$ cat src/rtl/gpio_bank_pkg.sv
package gpio_bank_pkg;

  localparam int BUS_DW = 32;
  localparam int NREG   = 10;

  // Logical register index; bit positions in the select vectors follow this.
  typedef enum logic [3:0] {
    RG_ISTAT = 4'd0,
    RG_EDGE  = 4'd1,
    RG_RENA  = 4'd2,
    RG_FENA  = 4'd3,
    RG_DATA  = 4'd4,
    RG_DIR   = 4'd5,
    RG_POL   = 4'd6,
    RG_SET   = 4'd7,
    RG_CLR   = 4'd8,
    RG_TOG   = 4'd9
  } reg_idx_e;

endpackage

$ cat src/rtl/gpio_addr_dec.sv
module gpio_addr_dec
  import gpio_bank_pkg::*;
#(
  parameter int AW = 8,
  parameter logic [AW-1:0] OFF_ISTAT = 8'h00,
  parameter logic [AW-1:0] OFF_EDGE  = 8'h04,
  parameter logic [AW-1:0] OFF_RENA  = 8'h08,
  parameter logic [AW-1:0] OFF_FENA  = 8'h0C,
  parameter logic [AW-1:0] OFF_DATA  = 8'h20,
  parameter logic [AW-1:0] OFF_DIR   = 8'h24,
  parameter logic [AW-1:0] OFF_POL   = 8'h28,
  parameter logic [AW-1:0] OFF_SET   = 8'h2C,
  parameter logic [AW-1:0] OFF_CLR   = 8'h30,
  parameter logic [AW-1:0] OFF_TOG   = 8'h34
) (
  input  logic [AW-1:0]   addr,
  output logic [NREG-1:0] hit
);

  localparam logic [AW-1:0] OFFS [NREG] = '{
    OFF_ISTAT, OFF_EDGE, OFF_RENA, OFF_FENA, OFF_DATA,
    OFF_DIR, OFF_POL, OFF_SET, OFF_CLR, OFF_TOG
  };

  for (genvar r = 0; r < NREG; r++) begin : g_cmp
    assign hit[r] = (addr == OFFS[r]);
  end

endmodule

$ cat src/rtl/gpio_in_sync.sv
module gpio_in_sync #(
  parameter int NPINS  = 32,
  parameter int STAGES = 2
) (
  input  logic             clk,
  input  logic             rst,
  input  logic [NPINS-1:0] d_async,
  output logic [NPINS-1:0] d_sync
);

  logic [NPINS-1:0] chain_q [STAGES];

  always_ff @(posedge clk) begin
    if (rst) begin
      for (int s = 0; s < STAGES; s++) chain_q[s] <= '0;
    end else begin
      chain_q[0] <= d_async;
      for (int s = 1; s < STAGES; s++) chain_q[s] <= chain_q[s-1];
    end
  end

  assign d_sync = chain_q[STAGES-1];

endmodule

$ cat src/rtl/gpio_edge_unit.sv
module gpio_edge_unit #(
  parameter int NPINS = 32
) (
  input  logic             clk,
  input  logic             rst,
  input  logic [NPINS-1:0] level,     // synchronized, post-polarity
  input  logic [NPINS-1:0] rise_en,
  input  logic [NPINS-1:0] fall_en,
  input  logic [NPINS-1:0] stat_clr,  // write-one-to-clear mask, status
  input  logic [NPINS-1:0] edge_clr,  // write-one-to-clear mask, edge kind
  output logic [NPINS-1:0] stat_q,
  output logic [NPINS-1:0] edge_q,
  output logic             irq_q
);

  logic [NPINS-1:0] prev_q;
  logic [NPINS-1:0] stat_d;

  for (genvar n = 0; n < NPINS; n++) begin : g_pin
    logic up_ev, dn_ev, ev;
    assign up_ev = level[n] & ~prev_q[n] & rise_en[n];
    assign dn_ev = ~level[n] & prev_q[n] & fall_en[n];
    assign ev    = up_ev | dn_ev;
    // a fresh event beats a clear in the same cycle
    assign stat_d[n] = ev | (stat_q[n] & ~stat_clr[n]);

    always_ff @(posedge clk) begin
      if (rst) begin
        prev_q[n] <= 1'b0;
        stat_q[n] <= 1'b0;
        edge_q[n] <= 1'b0;
      end else begin
        prev_q[n] <= level[n];
        stat_q[n] <= stat_d[n];
        if (ev)               edge_q[n] <= up_ev;
        else if (edge_clr[n]) edge_q[n] <= 1'b0;
      end
    end
  end

  always_ff @(posedge clk) begin
    if (rst) irq_q <= 1'b0;
    else     irq_q <= |stat_d;
  end

endmodule

$ cat src/rtl/gpio_bank.sv
module gpio_bank
  import gpio_bank_pkg::*;
#(
  parameter int NPINS = 32,
  parameter int AW    = 8,
  parameter logic [AW-1:0] OFF_ISTAT = 8'h00,
  parameter logic [AW-1:0] OFF_EDGE  = 8'h04,
  parameter logic [AW-1:0] OFF_RENA  = 8'h08,
  parameter logic [AW-1:0] OFF_FENA  = 8'h0C,
  parameter logic [AW-1:0] OFF_DATA  = 8'h20,
  parameter logic [AW-1:0] OFF_DIR   = 8'h24,
  parameter logic [AW-1:0] OFF_POL   = 8'h28,
  parameter logic [AW-1:0] OFF_SET   = 8'h2C,
  parameter logic [AW-1:0] OFF_CLR   = 8'h30,
  parameter logic [AW-1:0] OFF_TOG   = 8'h34
) (
  input  logic              clk,
  input  logic              rst,
  input  logic [AW-1:0]     bus_addr,
  input  logic              bus_wr,
  input  logic              bus_rd,
  input  logic [BUS_DW-1:0] bus_wdata,
  output logic [BUS_DW-1:0] bus_rdata,
  input  logic [NPINS-1:0]  pin_in,
  output logic [NPINS-1:0]  pin_out,
  output logic [NPINS-1:0]  pin_oe,
  output logic              irq
);

  logic [NREG-1:0]   hit;
  logic [NREG-1:0]   wr_hit;
  logic [NPINS-1:0]  wmask;
  logic [NPINS-1:0]  in_sync;
  logic [NPINS-1:0]  in_level;
  logic [NPINS-1:0]  out_q, dir_q, pol_q, ren_q, fen_q;
  logic [NPINS-1:0]  stat_q, edge_q;
  logic [NPINS-1:0]  data_view;
  logic [BUS_DW-1:0] rd_val;
  logic [BUS_DW-1:0] rdata_q;

  function automatic logic [BUS_DW-1:0] zx(input logic [NPINS-1:0] v);
    logic [BUS_DW-1:0] r;
    r = '0;
    r[NPINS-1:0] = v;
    return r;
  endfunction

  gpio_addr_dec #(
    .AW(AW),
    .OFF_ISTAT(OFF_ISTAT), .OFF_EDGE(OFF_EDGE), .OFF_RENA(OFF_RENA),
    .OFF_FENA(OFF_FENA), .OFF_DATA(OFF_DATA), .OFF_DIR(OFF_DIR),
    .OFF_POL(OFF_POL), .OFF_SET(OFF_SET), .OFF_CLR(OFF_CLR),
    .OFF_TOG(OFF_TOG)
  ) u_dec (
    .addr(bus_addr),
    .hit (hit)
  );

  assign wr_hit = bus_wr ? hit : '0;
  assign wmask  = bus_wdata[NPINS-1:0];

  gpio_in_sync #(.NPINS(NPINS), .STAGES(2)) u_sync (
    .clk    (clk),
    .rst    (rst),
    .d_async(pin_in),
    .d_sync (in_sync)
  );

  assign in_level = in_sync ^ pol_q;

  gpio_edge_unit #(.NPINS(NPINS)) u_edge (
    .clk     (clk),
    .rst     (rst),
    .level   (in_level),
    .rise_en (ren_q),
    .fall_en (fen_q),
    .stat_clr(wr_hit[RG_ISTAT] ? wmask : '0),
    .edge_clr(wr_hit[RG_EDGE]  ? wmask : '0),
    .stat_q  (stat_q),
    .edge_q  (edge_q),
    .irq_q   (irq)
  );

  // Configuration registers
  always_ff @(posedge clk) begin
    if (rst) begin
      dir_q <= '0;
      pol_q <= '0;
      ren_q <= '0;
      fen_q <= '0;
    end else begin
      if (wr_hit[RG_DIR])  dir_q <= wmask;
      if (wr_hit[RG_POL])  pol_q <= wmask;
      if (wr_hit[RG_RENA]) ren_q <= wmask;
      if (wr_hit[RG_FENA]) fen_q <= wmask;
    end
  end

  // Output bits: whole-word load or masked strobes (one access per cycle)
  always_ff @(posedge clk) begin
    if (rst) begin
      out_q <= '0;
    end else begin
      if (wr_hit[RG_DATA])     out_q <= wmask;
      else if (wr_hit[RG_SET]) out_q <= out_q | wmask;
      else if (wr_hit[RG_CLR]) out_q <= out_q & ~wmask;
      else if (wr_hit[RG_TOG]) out_q <= out_q ^ wmask;
    end
  end

  assign pin_out   = out_q ^ pol_q;
  assign pin_oe    = dir_q;
  assign data_view = (dir_q & out_q) | (~dir_q & in_level);

  always_comb begin
    rd_val = '0;
    unique case (1'b1)
      hit[RG_ISTAT]: rd_val = zx(stat_q);
      hit[RG_EDGE]:  rd_val = zx(edge_q);
      hit[RG_RENA]:  rd_val = zx(ren_q);
      hit[RG_FENA]:  rd_val = zx(fen_q);
      hit[RG_DATA]:  rd_val = zx(data_view);
      hit[RG_DIR]:   rd_val = zx(dir_q);
      hit[RG_POL]:   rd_val = zx(pol_q);
      default:       rd_val = '0;
    endcase
  end

  always_ff @(posedge clk) begin
    if (rst)         rdata_q <= '0;
    else if (bus_rd) rdata_q <= rd_val;
  end

  assign bus_rdata = rdata_q;

endmodule

$ cat config.mk
export PLATFORM = sky130hd
export DESIGN_NAME = gpio_bank
export DESIGN_NICKNAME = d
export VERILOG_FILES = /design/src/rtl/gpio_bank_pkg.sv /design/src/rtl/gpio_addr_dec.sv /design/src/rtl/gpio_in_sync.sv /design/src/rtl/gpio_edge_unit.sv /design/src/rtl/gpio_bank.sv
export SDC_FILE = /design/constraint.sdc
export NUM_CORES = 1
export LEC_CHECK = 0
export ABC_AREA = 1
export BUFFER_PORTS_ARGS = -buffer_cell sky130_fd_sc_hd__buf_2
export CELL_PAD_IN_SITES_DETAIL_PLACEMENT = 0
export CELL_PAD_IN_SITES_GLOBAL_PLACEMENT = 1
export CORE_UTILIZATION = 39
export DETAILED_ROUTE_END_ITERATION = 8
export GPL_ROUTABILITY_DRIVEN = 0
export PLACE_DENSITY_LB_ADDON = 0.08
export SLEW_MARGIN = 20
export SYNTH_ARGS = -nofsm -noshare
export SYNTH_HDL_FRONTEND = slang
export SYNTH_SLANG_ARGS = --single-unit
$ cat constraint.sdc
create_clock -name clk -period 1.6 [get_ports clk]
set_clock_uncertainty 0.15 [all_clocks]
set_input_delay 0.16 -clock clk [delete_from_list [all_inputs] [get_ports clk]]
set_output_delay 0.16 -clock clk [all_outputs]
set_load 0.01 [all_outputs]
==> results of run 1 <==
## what timing repair did
item | CTS | global route
setup buffers | 9 | 5
pin swaps | 8 | 23
gates cloned | 0 | 1
endpoints found under the setup margin | 37 | 58
gates resized for setup | 127 | 65
hold buffers | 81 | 0
endpoints found under the hold margin | 305 | 0
## worst max-delay path, cell delays in order, from the launching register on
cell,delay (ns)
dfxtp_2,0.34
buf_6,0.13
xor2_4,0.20
buf_2,0.16
## metal layers
metal,share of wire,vias up,global-route usage
met3,0.053,114,0.0392
met5,0,-,0
met4,0.028,0,0.0878
li1,-,8541,-
met2,0.45,529,0.458
met1,0.47,8221,0.393
## stage by stage
stage,hold WS (ns),util,power (W),area [um^2]
floorplan,0.117,-,0.00972,16900
global placement,0.207,0.477,0.0104,20200
detailed placement,0.219,0.477,0.0104,20200
CTS,0.000232,0.541,0.0204,22900
global route,0.0180,0.549,0.0210,23200
finish,0.0166,0.549,0.0204,23200
## worst paths after layout
check                          end  slack (ns)
max                    pin_out[15]       -0.12
min               u_edge.stat_q[1]        0.02
max reg2reg           u_edge.irq_q       -0.11
min reg2reg  u_sync.chain_q[0][37]        0.24
## power by group
group	internal, W	switching [W]
logic	0.000587	0.000838
clock network	0.00597	0.00399
registers	0.00889	0.0000782
## kinds of logic after synthesis
kind of cell | after synthesis
simple gates | 990
compound gates | 461
buf+inv | 391
flops | 353
xor+xnor | 75
fa+ha+maj | 64
## cells in the mapped netlist (4+ instances only)
| cell type | n | area share |
|---|---|---|
| ha_1 | 64 | 0.048 |
| nand4_1 | 10 | 0.0037 |
| o21ai_1 | 34 | 0.010 |
| nor2_1 | 169 | 0.038 |
| nand3_1 | 369 | 0.11 |
| buf_1 | 9 | 0.0020 |
| a31oi_1 | 32 | 0.012 |
| inv_2 | 9 | 0.0020 |
| buf_4 | 4 | 0.0018 |
| o21ai_0 | 125 | 0.037 |
| o31ai_1 | 22 | 0.0098 |
| buf_2 | 30 | 0.0089 |
| dfxtp_1 | 353 | 0.42 |
| nor2_2 | 5 | 0.0019 |
| inv_1 | 236 | 0.053 |
| a211oi_1 | 32 | 0.014 |
| or2_2 | 7 | 0.0026 |
| xor2_1 | 44 | 0.023 |
| o22ai_1 | 22 | 0.0082 |
| nand2_1 | 420 | 0.094 |
| clkbuf_1 | 103 | 0.023 |
| a21oi_1 | 194 | 0.058 |
| xnor2_1 | 31 | 0.016 |
## state kept, by name, summed over array words and instances, names as in the netlist
register,count
u_edge.stat_q,32
u_sync.chain_q,64
fen_q,32
ren_q,32
u_edge.edge_q,32
u_edge.prev_q,32
bus_rdata,32
u_edge.irq_q,1
pin_oe,32
out_q,32
pol_q,32
## layout make-up
| type | count | area share |
|---|---|---|
| inverter | 245 | 0.0397 |
| tap | 577 | 0.0311 |
| clock buffer | 64 | 0.0566 |
| sequential | 353 | 0.309 |
| clock inverter | 12 | 0.00501 |
| timing repair buffer | 512 | 0.181 |
| multi-input combinational | 1590 | 0.378 |
## cell usage in the layout, fill, tap and decap left out, types with 34 or more instances in the layout
master         Yosys  layout
nand2_1          420     408
nand3_1          369     367
dfxtp_1          353     291
inv_1            236     223
a21oi_1          194     194
buf_4              4     192
buf_2             30     169
nor2_1           169     161
o21ai_0          125     121
dlygate4sd3_1      0      81
ha_1              64      64
dfxtp_2            0      53
clkbuf_16          0      44
buf_6              0      35
o21ai_1           34      34
==> impl_metrics.env, run 1 <==
export IMPL_antenna_found_initial=0
export IMPL_syn_nets=2474
export IMPL_synth_mux_area_fraction=0
export IMPL_min_path_cells=5
export IMPL_post_drt_wl_per_cell_um=18.9
export IMPL_cts_tree="yes"
export IMPL_initial_core_util=0.398
export IMPL_diodes=0
export IMPL_ant_nets=0
export IMPL_grt_max_degree=103
export IMPL_grtUsageTotal=0.284
export IMPL_clk_pin_slew_ns=0.06
export IMPL_fin_cells=3353
export IMPL_synth_top_family_by_area="simple AND/OR/NAND/NOR gates"
export IMPL_hold_path_class="in -> reg"
export IMPL_multi_input_area_um2=8770
export IMPL_synth_compound_area_frac=0.149
export IMPL_firstDrtPassIters=5
export IMPL_critPathLaunchType="flop"
export IMPL_finalSetupTns_ns=-1.23
export IMPL_synth_fa_ha_area_frac=0.0475
export IMPL_avgViaCountPerCell=5.19
export IMPL_dp_cells=3183
export IMPL_r2r_start="pol_q[4]"
export IMPL_pre_cts_ws_ns=-0.600
export IMPL_critPathArrivalTime_ns=1.41
export IMPL_period_needed_ns=1.72
export IMPL_power_density_nw_per_um2=877
export IMPL_drt_initial_drc_count=1199
export IMPL_fmax_ghz=0.582
export IMPL_synthFlopType="dfxtp_1"
export IMPL_io_buffers=172
export IMPL_status="complete, but fails checks"
export IMPL_cp_max_fo=2
export IMPL_area_growth_pct=37.7
export IMPL_num_rows=75
export IMPL_worst_pin_slew_ns=0.738
export IMPL_vdd_ir_drop_max_mv=0.749
export IMPL_hold_start="bus_wr"
export IMPL_setup_violations=29
export IMPL_synth_area_um2=16900
export IMPL_final_fill_count=4084
export IMPL_grt_pass1_vias=16511
export IMPL_crit_type="reg -> out"
export IMPL_timing_final_ws_setup_ns=-0.120
export IMPL_cts_sinks=353
export IMPL_leakagePower_nw=10.3
export IMPL_die_w_um=210
export IMPL_end_kind="output pin"
export IMPL_cts_path_max_buffers=3
export IMPL_drc=0
export IMPL_maxCapViolCount=0
export IMPL_pin_count=173
export IMPL_coreArea_um2=42300
export IMPL_grt_overflow=0
export IMPL_yosys_warnings=0
export IMPL_rsz0062_at_grt="true"
export IMPL_ys_seq_elements=353
export IMPL_clockRootBuffer="clkbuf_16"
export IMPL_violations="negative setup slack"
export IMPL_synth_edf_count=0
export IMPL_grt_first_pass_wirelength_mm=96.5
export IMPL_dieArea_um2=44100
export IMPL_drive_above_1_share=0.244
export IMPL_insertion_delay_ns=0.58
export IMPL_die_h_um=210
export IMPL_synthArstFlopShare=0
export IMPL_drv_slew=0
export IMPL_synth_simple_area_share=0.255
export IMPL_hpwl_mm=41.9
export IMPL_numCtsBuffers=42
export IMPL_period_share=1.07
export IMPL_crit_required_ns=1.29
export IMPL_seqCellArea_um2=7170
export IMPL_vias=17405
export IMPL_drt_wl_total_mm=63.3
export IMPL_hold_viol_final=0
export IMPL_nNetsFinal=2884
export IMPL_synth_xor_area_share=0.0390
export IMPL_synth_cell_types=30
export IMPL_synth_avg_cell_area_um2=7.22
export IMPL_synthCells=2334
export IMPL_reg2reg_depth=11
export IMPL_synth_seq_area_share=0.419
export IMPL_max_slew_margin=0.506
export IMPL_critPathLaunch="pol_q[15]"
export IMPL_htreeDepth=2
Power figures use the tool's default switching activity.
==> inputs of run 2 (changes only) <==
SETUP_SLACK_MARGIN = 0.5   (was unset)
==> impl_metrics.env, run 2 (synthesized netlist as in run 1, its figures left out) <==
export IMPL_mostFrequentLayoutCell="nand2_1"
export IMPL_end_kind="output pin"
export IMPL_hold_start="bus_wdata[24]"
export IMPL_firstDrtPassIters=5
export IMPL_largest_register="u_sync.chain_q"
export IMPL_coreArea_um2=42300
export IMPL_grt_max_degree=112
export IMPL_r2r_slack_ns=-0.10
export IMPL_drt_initial_drc_count=1537
export IMPL_drv_slew=0
export IMPL_power_density_nw_per_um2=722
export IMPL_critPathLaunch="pol_q[23]"
export IMPL_grt_first_pass_wirelength_mm=104
export IMPL_die_w_um=210
export IMPL_hold_viol_final=6
export IMPL_fmax_ghz=0.586
export IMPL_cts_sinks=353
export IMPL_drt_wl_total_mm=74.4
export IMPL_drc=0
export IMPL_vias=18944
export IMPL_r2r_start="u_sync.chain_q[0][33]"
export IMPL_insertion_delay_ns=0.58
export IMPL_status="complete, but fails checks"
export IMPL_io_buffers=172
export IMPL_worstSetupEndpoint="pin_out[23]"
export IMPL_antenna_found_initial=0
export IMPL_violations="negative hold slack, negative setup slack"
export IMPL_grt_pass1_vias=17736
export IMPL_clockRootBuffer="clkbuf_16"
export IMPL_grtUsageTotal=0.310
export IMPL_whs_ns=-0.167
export IMPL_vdd_ir_drop_max_mv=0.721
export IMPL_grt_overflow=0
export IMPL_max_slew_margin=0.583
export IMPL_ant_nets=0
export IMPL_hpwl_mm=43.6
export IMPL_largest_reg_flops=64
export IMPL_worst_pin_slew_ns=0.625
export IMPL_leakagePower_nw=11.8
export IMPL_post_drt_wl_per_cell_um=21.2
export IMPL_period_needed_ns=1.71
export IMPL_hold_path_class="in -> reg"
export IMPL_crit_type="reg -> out"
export IMPL_htreeDepth=2
export IMPL_final_fill_count=3468
export IMPL_avgViaCountPerCell=5.40
export IMPL_cp_max_fo=2
export IMPL_critPathLaunchType="flop"
export IMPL_maxCapViolCount=0
export IMPL_cts_path_max_buffers=3
export IMPL_die_h_um=210
export IMPL_cts_tree="yes"
export IMPL_num_rows=75
export IMPL_setup_violations=34
export IMPL_period_share=1.07
export IMPL_critPathArrivalTime_ns=1.40
export IMPL_pre_cts_ws_ns=-0.475
export IMPL_pin_count=173
export IMPL_drive_above_1_share=0.419
export IMPL_mostFrequentLayoutCells="nand2_1, nand3_1, buf_4, inv_1, dfxtp_1"
export IMPL_reg2reg_to="u_edge.irq_q"
export IMPL_numCtsBuffers=43
export IMPL_seqCellArea_um2=7380
export IMPL_clk_pin_slew_ns=0.06
export IMPL_reg2reg_depth=12
export IMPL_crit_required_ns=1.29
export IMPL_initial_core_util=0.398
export IMPL_area_growth_pct=64.8
export IMPL_timing_final_ws_setup_ns=-0.107
export IMPL_finalSetupTns_ns=-2.01
export IMPL_dieArea_um2=44100
export IMPL_nNetsFinal=3046
export IMPL_rsz0062_at_grt="true"
export IMPL_multi_input_area_um2=10500
run 2: report_power, final:
group          internal [W]  switching, W
sequential          0.00883     0.0000955
clock               0.00541       0.00395
combinational      0.000763       0.00102
total                0.0150       0.00506
run 2: layout make-up:
class                           instances  area share
Multi-Input combinational cell       1590       0.378
Sequential cell                       353       0.266
Inverter                              245      0.0345
Clock buffer                           61      0.0437
Antenna cell                            1   0.0000901
Tap cell                              577      0.0260
Clock inverter                          9     0.00315
Timing Repair Buffer                  673       0.249
run 2: worst min-delay path by stage:
stage | to | depth (start not counted)
final | u_edge.stat_q[24] | 4
after global placement | u_sync.chain_q[0][1] | 3
after CTS | u_edge.stat_q[18] | 4
after global routing | u_edge.stat_q[18] | 4
after floorplan | u_sync.chain_q[0][0] | 2
after detailed placement | u_sync.chain_q[0][3] | 3
run 2: metal layers:
metal / vias to the layer above / GRT usage / wire length [um]
met3: 181 / 0.0452 / 4980
met2: 743 / 0.508 / 34300
met1: 9132 / 0.421 / 32300
li1: 8888 / - / -
met4: 0 / 0.0967 / 2760
met5: - / 0 / 0
run 2: repair_timing:
item | CTS | global route
endpoints found under the hold margin | 285 | 207
setup buffers | 98 | 39
setup endpoints to repair | 358 | 378
resized for setup | 577 | 329
pin swaps | 190 | 178
hold buffers | 70 | 32
cloned | 16 | 14
run 2: metrics by stage:
| step | instances | area [um^2] | utilization | power [W] |
|---|---|---|---|---|
| 2_1_floorplan | 2334 | 17300 | - | 0.00974 |
| 3_3_place_gp | 3199 | 20500 | 0.484 | 0.0104 |
| 3_5_place_dp | 3199 | 20500 | 0.484 | 0.0104 |
| 4_1_cts | 3453 | 25700 | 0.606 | 0.0200 |
| 5_1_grt | 3508 | 27800 | 0.656 | 0.0207 |
| 6_report | 3509 | 27800 | 0.656 | 0.0201 |
run 2: worst max-delay path, stage by stage, from the launching register on:
cell and delay (ns):
dfxtp_4 0.35, buf_6 0.12, xor2_2 0.19, buf_2 0.16
